$ cat src/rtl/dtmr_pkg.sv
`timescale 1ns/1ps
package dtmr_pkg;

    // Control register layout; bit order is the software encoding
    typedef struct packed {
        logic t1_ext;   // bit 3: timer B counts event-pin edges
        logic t1_run;   // bit 2: timer B enabled
        logic t0_slow;  // bit 1: timer A uses the slow tap
        logic t0_run;   // bit 0: timer A enabled
    } tmr_ctl_t;

    localparam tmr_ctl_t CTL_RESET = '0;

    // Per-timer step source
    typedef enum logic [1:0] {
        SRC_FAST  = 2'd0,
        SRC_SLOW  = 2'd1,
        SRC_EVENT = 2'd2
    } tick_src_e;

    function automatic tick_src_e t0_source(tmr_ctl_t c);
        return c.t0_slow ? SRC_SLOW : SRC_FAST;
    endfunction

    function automatic tick_src_e t1_source(tmr_ctl_t c);
        return c.t1_ext ? SRC_EVENT : SRC_FAST;
    endfunction

    function automatic logic pick_tick(tick_src_e s, logic fast, logic slow, logic evt);
        case (s)
            SRC_SLOW:  return slow;
            SRC_EVENT: return evt;
            default:   return fast;
        endcase
    endfunction

endpackage

$ cat src/rtl/tmr_prescaler.sv
`timescale 1ns/1ps
module tmr_prescaler #(
    parameter int FAST_DIV = 4,
    parameter int SLOW_DIV = 1024
) (
    input  logic clk,
    input  logic rst,
    output logic tick_fast,
    output logic tick_slow
);
    localparam int SLOW_W = $clog2(SLOW_DIV);
    localparam int FAST_W = $clog2(FAST_DIV);

    logic [SLOW_W-1:0] div_q;

    always_ff @(posedge clk) begin
        if (rst) div_q <= '0;
        else     div_q <= div_q + SLOW_W'(1);
    end

    assign tick_fast = &div_q[FAST_W-1:0];
    assign tick_slow = &div_q;


    slow_in_fast_chk: assert property (@(posedge clk) disable iff (rst)
        tick_slow |-> tick_fast);


    fast_spacing_chk: assert property (@(posedge clk) disable iff (rst)
        tick_fast |=> !tick_fast);

endmodule

$ cat src/rtl/tmr_edge_sync.sv
`timescale 1ns/1ps
module tmr_edge_sync #(
    parameter int STAGES = 2
) (
    input  logic clk,
    input  logic rst,
    input  logic pin,
    output logic rise
);
    logic [STAGES-1:0] sync_q;
    logic              prev_q;

    always_ff @(posedge clk) begin
        if (rst) begin
            sync_q <= '0;
            prev_q <= 1'b0;
        end else begin
            sync_q <= {sync_q[STAGES-2:0], pin};
            prev_q <= sync_q[STAGES-1];
        end
    end

    assign rise = sync_q[STAGES-1] & ~prev_q;


    single_rise_chk: assert property (@(posedge clk) disable iff (rst)
        rise |=> !rise);

endmodule

$ cat src/rtl/tmr_down_counter.sv
`timescale 1ns/1ps
module tmr_down_counter #(
    parameter int W           = 8,
    parameter bit AUTO_RELOAD = 1'b0
) (
    input  logic         clk,
    input  logic         rst,
    input  logic         load,
    input  logic [W-1:0] load_val,
    input  logic         run,
    input  logic         tick,
    input  logic         clr,
    output logic [W-1:0] count,
    output logic         flag
);
    logic [W-1:0] count_q;
    logic [W-1:0] reload_q;
    logic [W-1:0] wrap_val;
    logic         step;
    logic         under;

    generate
        if (AUTO_RELOAD) begin : g_reload
            assign wrap_val = reload_q;
        end else begin : g_wrap
            assign wrap_val = '1;
        end
    endgenerate

    assign step  = run && tick && !load;
    assign under = step && (count_q == '0);

    always_ff @(posedge clk) begin
        if (rst) begin
            count_q  <= '0;
            reload_q <= '0;
        end else if (load) begin
            count_q  <= load_val;
            reload_q <= load_val;
        end else if (step) begin
            count_q  <= under ? wrap_val : count_q - W'(1);
        end
    end

    always_ff @(posedge clk) begin
        if (rst)        flag <= 1'b0;
        else if (clr)   flag <= 1'b0;
        else if (under) flag <= 1'b1;
    end

    assign count = count_q;


    load_take_chk: assert property (@(posedge clk) disable iff (rst)
        load |=> count == $past(load_val));


    hold_chk: assert property (@(posedge clk) disable iff (rst)
        (!run && !load) |=> count == $past(count));


    dec_chk: assert property (@(posedge clk) disable iff (rst)
        (run && tick && !load && count != '0) |=> count == $past(count) - W'(1));


    wrap_chk: assert property (@(posedge clk) disable iff (rst)
        (!AUTO_RELOAD && run && tick && !load && count == '0) |=> count == '1);


    flag_set_chk: assert property (@(posedge clk) disable iff (rst)
        (run && tick && !load && count == '0 && !clr) |=> flag);


    clr_win_chk: assert property (@(posedge clk) disable iff (rst)
        clr |=> !flag);


    flag_sticky_chk: assert property (@(posedge clk) disable iff (rst)
        (flag && !clr) |=> flag);

endmodule

$ cat src/rtl/dual_tmr.sv
`timescale 1ns/1ps
module dual_tmr
    import dtmr_pkg::*;
#(
    parameter int CNT_W    = 8,
    parameter int FAST_DIV = 4,
    parameter int SLOW_DIV = 1024,
    parameter int SYNC_LEN = 2
) (
    input  logic             clk,
    input  logic             rst,
    input  logic [1:0]       preset_wr,
    input  logic [CNT_W-1:0] preset_data,
    input  logic             ctl_wr,
    input  logic [3:0]       ctl_data,
    input  logic [1:0]       flag_clr,
    input  logic             evt_pin,
    output logic [CNT_W-1:0] t0_count,
    output logic [CNT_W-1:0] t1_count,
    output logic [1:0]       irq_flag
);
    tmr_ctl_t ctl_q;
    logic     tick_fast, tick_slow, evt_rise;
    logic     tick_a, tick_b;

    always_ff @(posedge clk) begin
        if (rst)         ctl_q <= CTL_RESET;
        else if (ctl_wr) ctl_q <= tmr_ctl_t'(ctl_data);
    end

    tmr_prescaler #(.FAST_DIV(FAST_DIV), .SLOW_DIV(SLOW_DIV)) u_presc (
        .clk(clk), .rst(rst), .tick_fast(tick_fast), .tick_slow(tick_slow)
    );

    tmr_edge_sync #(.STAGES(SYNC_LEN)) u_evt (
        .clk(clk), .rst(rst), .pin(evt_pin), .rise(evt_rise)
    );

    assign tick_a = pick_tick(t0_source(ctl_q), tick_fast, tick_slow, evt_rise);
    assign tick_b = pick_tick(t1_source(ctl_q), tick_fast, tick_slow, evt_rise);

    tmr_down_counter #(.W(CNT_W), .AUTO_RELOAD(1'b0)) u_tmr_a (
        .clk(clk), .rst(rst),
        .load(preset_wr[0]), .load_val(preset_data),
        .run(ctl_q.t0_run), .tick(tick_a), .clr(flag_clr[0]),
        .count(t0_count), .flag(irq_flag[0])
    );

    tmr_down_counter #(.W(CNT_W), .AUTO_RELOAD(1'b1)) u_tmr_b (
        .clk(clk), .rst(rst),
        .load(preset_wr[1]), .load_val(preset_data),
        .run(ctl_q.t1_run), .tick(tick_b), .clr(flag_clr[1]),
        .count(t1_count), .flag(irq_flag[1])
    );


    evt_mode_chk: assert property (@(posedge clk) disable iff (rst)
        (ctl_q.t1_ext && ctl_q.t1_run && !preset_wr[1] && !evt_rise)
            |=> t1_count == $past(t1_count));

endmodule

$ cat config.mk
export PLATFORM = sky130hd
export DESIGN_NAME = dual_tmr
export DESIGN_NICKNAME = d
export VERILOG_FILES = /design/src/rtl/dtmr_pkg.sv /design/src/rtl/tmr_prescaler.sv /design/src/rtl/tmr_edge_sync.sv /design/src/rtl/tmr_down_counter.sv /design/src/rtl/dual_tmr.sv
export SDC_FILE = /design/constraint.sdc
export NUM_CORES = 1
export LEC_CHECK = 0
export CORE_UTILIZATION = 30
export CTS_CLUSTER_SIZE = 40
export DETAILED_ROUTE_END_ITERATION = 6
export HOLD_SLACK_MARGIN = 0.03
export PLACE_DENSITY = 0.54
export REMOVE_ABC_BUFFERS = 1
export SLEW_MARGIN = 30
export SYNTH_ARGS = -nofsm -noshare
export SYNTH_HDL_FRONTEND = slang
export SYNTH_SLANG_ARGS = --single-unit
export TNS_END_PERCENT = 20
$ cat constraint.sdc
create_clock -name clk -period 1.95 [get_ports clk]
set_input_delay 0.39 -clock clk [delete_from_list [all_inputs] [get_ports clk]]
set_output_delay 0.39 -clock clk [all_outputs]
set_load 0.005 [all_outputs]
Yosys cells after proc, flatten, opt, wreduce, memory -nomap -nowiden
Cells that the tools add are included.
- add/sub/neg operators: 3
- equal/unequal tests: 4
- mux-type cells: 10
- bitwise logic cells: 2
- reductions and logical operators: 16
- operators by type and width (cell ; number):
    two-way mux 8 bit ; 6
    zero test 8 bit ; 2
    subtractor 8 x 1 -> 8 bit, second input constant ; 2
    adder 10 x 1 -> 10 bit, second input constant ; 1
    AND reduction 10 bit ; 1
    logical AND 1 bit ; 6
    one-hot mux 1 bit (2 select lines) ; 2
    nonzero test 2 bit ; 2
    OR reduction 2 bit ; 2
    equality test 1 x 2 -> 1 bit, second input constant ; 1
    equality test 2 x 1 -> 1 bit, second input constant ; 1
    equality test 2 bit, second input constant ; 1
    zero test 1 bit ; 2
    two-way mux 2 bit ; 1
    AND reduction 2 bit ; 1
    AND 1 bit ; 1
    equality test 1 bit, second input constant ; 1
    two-way mux 1 bit ; 1
    inverter 1 bit ; 1
- bits in registers: 43
- input port bits: 20
- output and inout bits: 18
- logic and storage cells: 47

Logic depth before layout (Yosys ltp)
- word-level depth: 9
- mapped depth: 6
- depth with buffers taken out: 6

By module
From an unflattened synthesis, not the netlist that was laid out.
- cell total of the unflattened synthesis: 237
- area total of the unflattened synthesis: 2143.3 um2
- modules (own cells, without submodules) (module ; times used ; cells an instance ; area an instance (um2) ; sequential area each (um2)):
    tmr_down_counter (u_tmr_b) ; 1 ; 103 ; 910.9 ; 340.3
    tmr_down_counter (u_tmr_a) ; 1 ; 65 ; 551.8 ; 180.2
    tmr_prescaler ; 1 ; 47 ; 430.4 ; 200.2
    dual_tmr ; 1 ; 15 ; 162.7 ; 80.1
    tmr_edge_sync ; 1 ; 7 ; 87.6 ; 60.1

Worst setup path before layout
Ideal clock, no wire load.
- path type: register to register
- from: register u_tmr_b.count_q[0], in the netlist u_tmr_b.count[0]
- to: register u_tmr_b.count_q[7], in the netlist u_tmr_b.count[7]
- setup time: 74 ps
- arrival: 1784 ps
- data required time: 1876 ps
- path slack: 91 ps
- stages on the path, launching flop included: 5
- buffers on the path: 0
- period minus slack after synthesis: 1859 ps
- path through: dfxtp_1 > or4_4 > or4_1 > or4_1 > a31oi_1
- word-level cells in the longest chain between the ends: 5
- elaborated cells between the ends (all ways): 6
- classes of those cells: 1 x add/sub; 3 x mux; 2 x reduce/logical
- ends and longest elaborated chain (what ; RTL line ; text):
    start, declared ; tmr_down_counter.sv:16 ; logic [W-1:0] count_q;
    start signal, assigned ; tmr_down_counter.sv:38 ; count_q <= load_val;
    start signal, assigned ; tmr_down_counter.sv:41 ; count_q <= under ? wrap_val : count_q - W'(1);
    branches (longest 2 deep; another with subtractor 8 x 1 -> 8 bit) ; -- ;
    two-way mux 8 bit (*) ; tmr_down_counter.sv:41 ;
    two-way mux 8 bit (*) ; tmr_down_counter.sv:40 ; end else if (step) begin
    two-way mux 8 bit (*) ; tmr_down_counter.sv:37 ; end else if (load) begin
Mark *: on every way between the ends. The select of a mux whose other input is x is not followed.
A chain may end at the register's enable or synchronous reset.

Worst setup path after layout
Same ends and word-level chain as after synthesis.

==> results.sh <==
export IMPL_synth_xor_area_share_pct=3.37
export IMPL_die_w_um=85.2
export IMPL_clk_latency_ns=0.30
export IMPL_port_buffers=37
export IMPL_clock_sinks=43
export IMPL_vias=1934
export IMPL_antennaDiodeCount=0
export IMPL_status="complete, no violations"
export IMPL_yosysWarnings=0
export IMPL_maxCapViolCount=0
export IMPL_timing_fmax_mhz=524
export IMPL_synth_cell_types=46
export IMPL_p_leak_uw=0.00101
export IMPL_num_io_pins=38
export IMPL_cts_hold_fix_buffers=0
export IMPL_routedWlPerCell_um=13.8
export IMPL_drtPass1Iterations=4
export IMPL_rrSetupSlack_ns=0.04
export IMPL_start_util_pct=31.8
export IMPL_ir_drop_mv=0.287
export IMPL_fin_crit_sh_pct=97.9
export IMPL_coreArea_um2=6530
export IMPL_r2r_cells=4
export IMPL_hold_viol_final=0
export IMPL_synth_simple_area_share_pct=23.6
export IMPL_finalSetupViolCount=0
export IMPL_path_clk_slew_ns=0.08
export IMPL_finalMaxSlewViolations=0
export IMPL_postLayoutCoreUtil_pct=42.0
export IMPL_cts_buffers=5
export IMPL_place_congestion=0.812
export IMPL_antenna_left=0
export IMPL_antenna_found_initial=0
export IMPL_dp_cells=367
export IMPL_tritoncts="yes"
export IMPL_grt_pass1_wl_mm=8.81
export IMPL_htreeDepth=2
export IMPL_tightestPinTransition_ns=0.620
export IMPL_synth_fa_ha_area_share_pct=1.81
export IMPL_whs_ns=0.440
export IMPL_ys_seq_area_share_pct=41.4
export IMPL_worstReg2RegEnd="u_tmr_b.count[7]"
export IMPL_rsz0062_at_grt="yes"
export IMPL_overflow=0
export IMPL_synth_edf_count=0
export IMPL_final_nets=320
export IMPL_ys_flop_type="dfxtp_1"
export IMPL_grt_use_total_pct=15.5
export IMPL_grt_pass1_vias=1776
export IMPL_hp_class="reg -> reg"
export IMPL_synth_seq_cells=43
export IMPL_drc=0
export IMPL_reg2reg_from="u_tmr_b.count[0]"
export IMPL_worst_setup_path_type="reg -> reg"
export IMPL_cp_endpoint="u_tmr_b.count[7]"
export IMPL_syn_cell_area_um2=2080
export IMPL_drt_wl_total_mm=5.17
export IMPL_via_per_inst=5.16
export IMPL_async_flop_share_pct=0
export IMPL_setup_worst_path_start_class="flop"
export IMPL_synth_top_family_by_area="simple AND/OR/NAND/NOR gates"
export IMPL_cp_arrival_ns=2.14
export IMPL_pwr_density_cell_nw_per_um2=687
export IMPL_post_dp_hpwl_mm=3.90
export IMPL_cp_startpoint="u_tmr_b.count[0]"
export IMPL_num_rows=29
export IMPL_clockBufferDepth=2
export IMPL_muxShareOfSynthArea_pct=4.34
export IMPL_synth_compound_area_share_pct=20.4
export IMPL_layout_min_cycle_time_ns=1.91
export IMPL_layout_cells_non_filler=375
export IMPL_cts_root_buffer="clkbuf_8"
export IMPL_die_area_um2=7260
export IMPL_syn2layout_area_growth_pct=32.2
export IMPL_critPathCaptureType="flop"
export IMPL_grt_start_max_net_pins=20
export IMPL_final_fill_count=677
export IMPL_synthCells=245
export IMPL_layout_drive_gt1_share_pct=12.1
export IMPL_syn_avg_cell_area_um2=8.48
export IMPL_crit_fanout=4
export IMPL_slew_headroom_pct=58.4
export IMPL_skew_ns=0.00737
export IMPL_cp_required_ns=2.18
export IMPL_die_y_um=85.2
export IMPL_drtIter0Drc=102
==> critical path, stage by stage, from the launching register on <==
cell and delay, ns:
dfxtp_2 0.34, or4_4 0.55, or4_1 0.42, or4_1 0.41
a31oi_1 0.13
==> power breakdown <==
part / internal [uW] / total, uW / switching (uW)
Sequential: 922 / 962 / 40.1
Combinational: 192 / 353 / 161
Clock: 249 / 572 / 322
Total: 1360 / 1890 / 524
==> per-layer routing <==
| metal | part of all wire (%) | up-vias | track usage (%) |
|---|---|---|---|
| met1 | 51 | 887 | 22.0 |
| met5 | 0 | - | 0 |
| met2 | 44 | 44 | 23.2 |
| met3 | 4.7 | 5 | 4.38 |
| met4 | 0.75 | 0 | 3.70 |
| li1 | - | 998 | - |
==> worst min-delay path by stage <==
| stage | from | end | slack (ns) | cells past startpoint |
|---|---|---|---|---|
| global placement | u_evt.sync_q[0] | u_evt.sync_q[1] | 0.42 | 1 |
| floorplan | u_evt.sync_q[0] | u_evt.sync_q[1] | 0.41 | 1 |
| global route | u_evt.sync_q[0] | u_evt.sync_q[1] | 0.49 | 1 |
| CTS | u_evt.sync_q[0] | u_evt.sync_q[1] | 0.44 | 1 |
| detailed placement | u_evt.sync_q[0] | u_evt.sync_q[1] | 0.42 | 1 |
| finish | u_evt.sync_q[0] | u_evt.sync_q[1] | 0.44 | 1 |
==> layout by cell type (no fill, tap or decap), types with 6 or more instances in the layout <==
master and instances:
dfxtp_1 42, clkdlybuf4s50_1 37, nor2_1 32, buf_4 21, nand2_1 17, inv_1 13, a21oi_1 10, mux2i_1 9
nor3_1 7, o21ai_0 7, a31oi_1 6
==> cells by family after synthesis <==
kind of cell,Yosys count
XOR/XNOR,8
multiplexers,9
AND/OR/NAND/NOR,95
buffers and inverters,26
AO/OA/AOI/OAI,61
flip-flops,43
adder cells (fa/ha/maj),3
==> synthesized netlist by cell type, types with 4 or more instances <==
cell type,instances,area (um2)
nor2b_1,5,31.3
xnor2_1,5,43.8
and2_1,4,25.0
nand4_1,5,31.3
or3_1,4,25.0
clkbuf_1,7,26.3
o21ai_0,7,35.0
a31oi_1,6,37.5
nand2_1,17,63.8
nor2_1,32,120
nor3_1,7,35.0
buf_1,4,15.0
a211oi_1,4,30.0
nor4b_1,4,35.0
o31a_1,4,35.0
o22ai_1,4,25.0
nand3_1,5,25.0
a21oi_1,10,50.1
mux2i_1,9,90.1
dfxtp_1,43,861
inv_1,13,48.8
==> final cells by class <==
class / instances / area, um2 / area share [%]
inverter: 13 / 48.8 / 1.78
clock inverter: 3 / 20.0 / 0.729
tap: 77 / 96.3 / 3.51
timing repair buffer: 58 / 528 / 19.2
sequential: 43 / 862 / 31.4
clock buffer: 5 / 68.8 / 2.51
multi-input combinational: 176 / 1120 / 40.9
==> stage by stage <==
stage	setup TNS [ns]	instance area [um2]	setup WS (ns)	power, uW
2_1_floorplan	0	2020	0.0914	1140
3_3_place_gp	0	2650	0.0706	1330
3_5_place_dp	0	2650	0.0525	1330
4_1_cts	0	2730	0.0306	1900
5_1_grt	-0.0455	2750	-0.0400	2000
6_report	0	2750	0.0401	1890
==> registers in the layout, summed over array words and instances (netlist names) <==
signal	count
u_presc.div_q	10
u_tmr_a.count	8
u_tmr_b.count	8
u_tmr_b.reload_q	8
ctl_q	4
u_evt.sync_q	2
u_evt.prev_q	1
u_tmr_a.flag	1
u_tmr_b.flag	1
==> repair_timing <==
| action | 4_1_cts | 5_1_grt |
|---|---|---|
| endpoints found under the setup margin | 0 | 5 |
| setup buffers | 0 | 0 |
| endpoints found under the hold margin | 0 | 0 |
| gates resized for setup | 0 | 4 |
No activity file was read; power rests on OpenSTA's default activity.
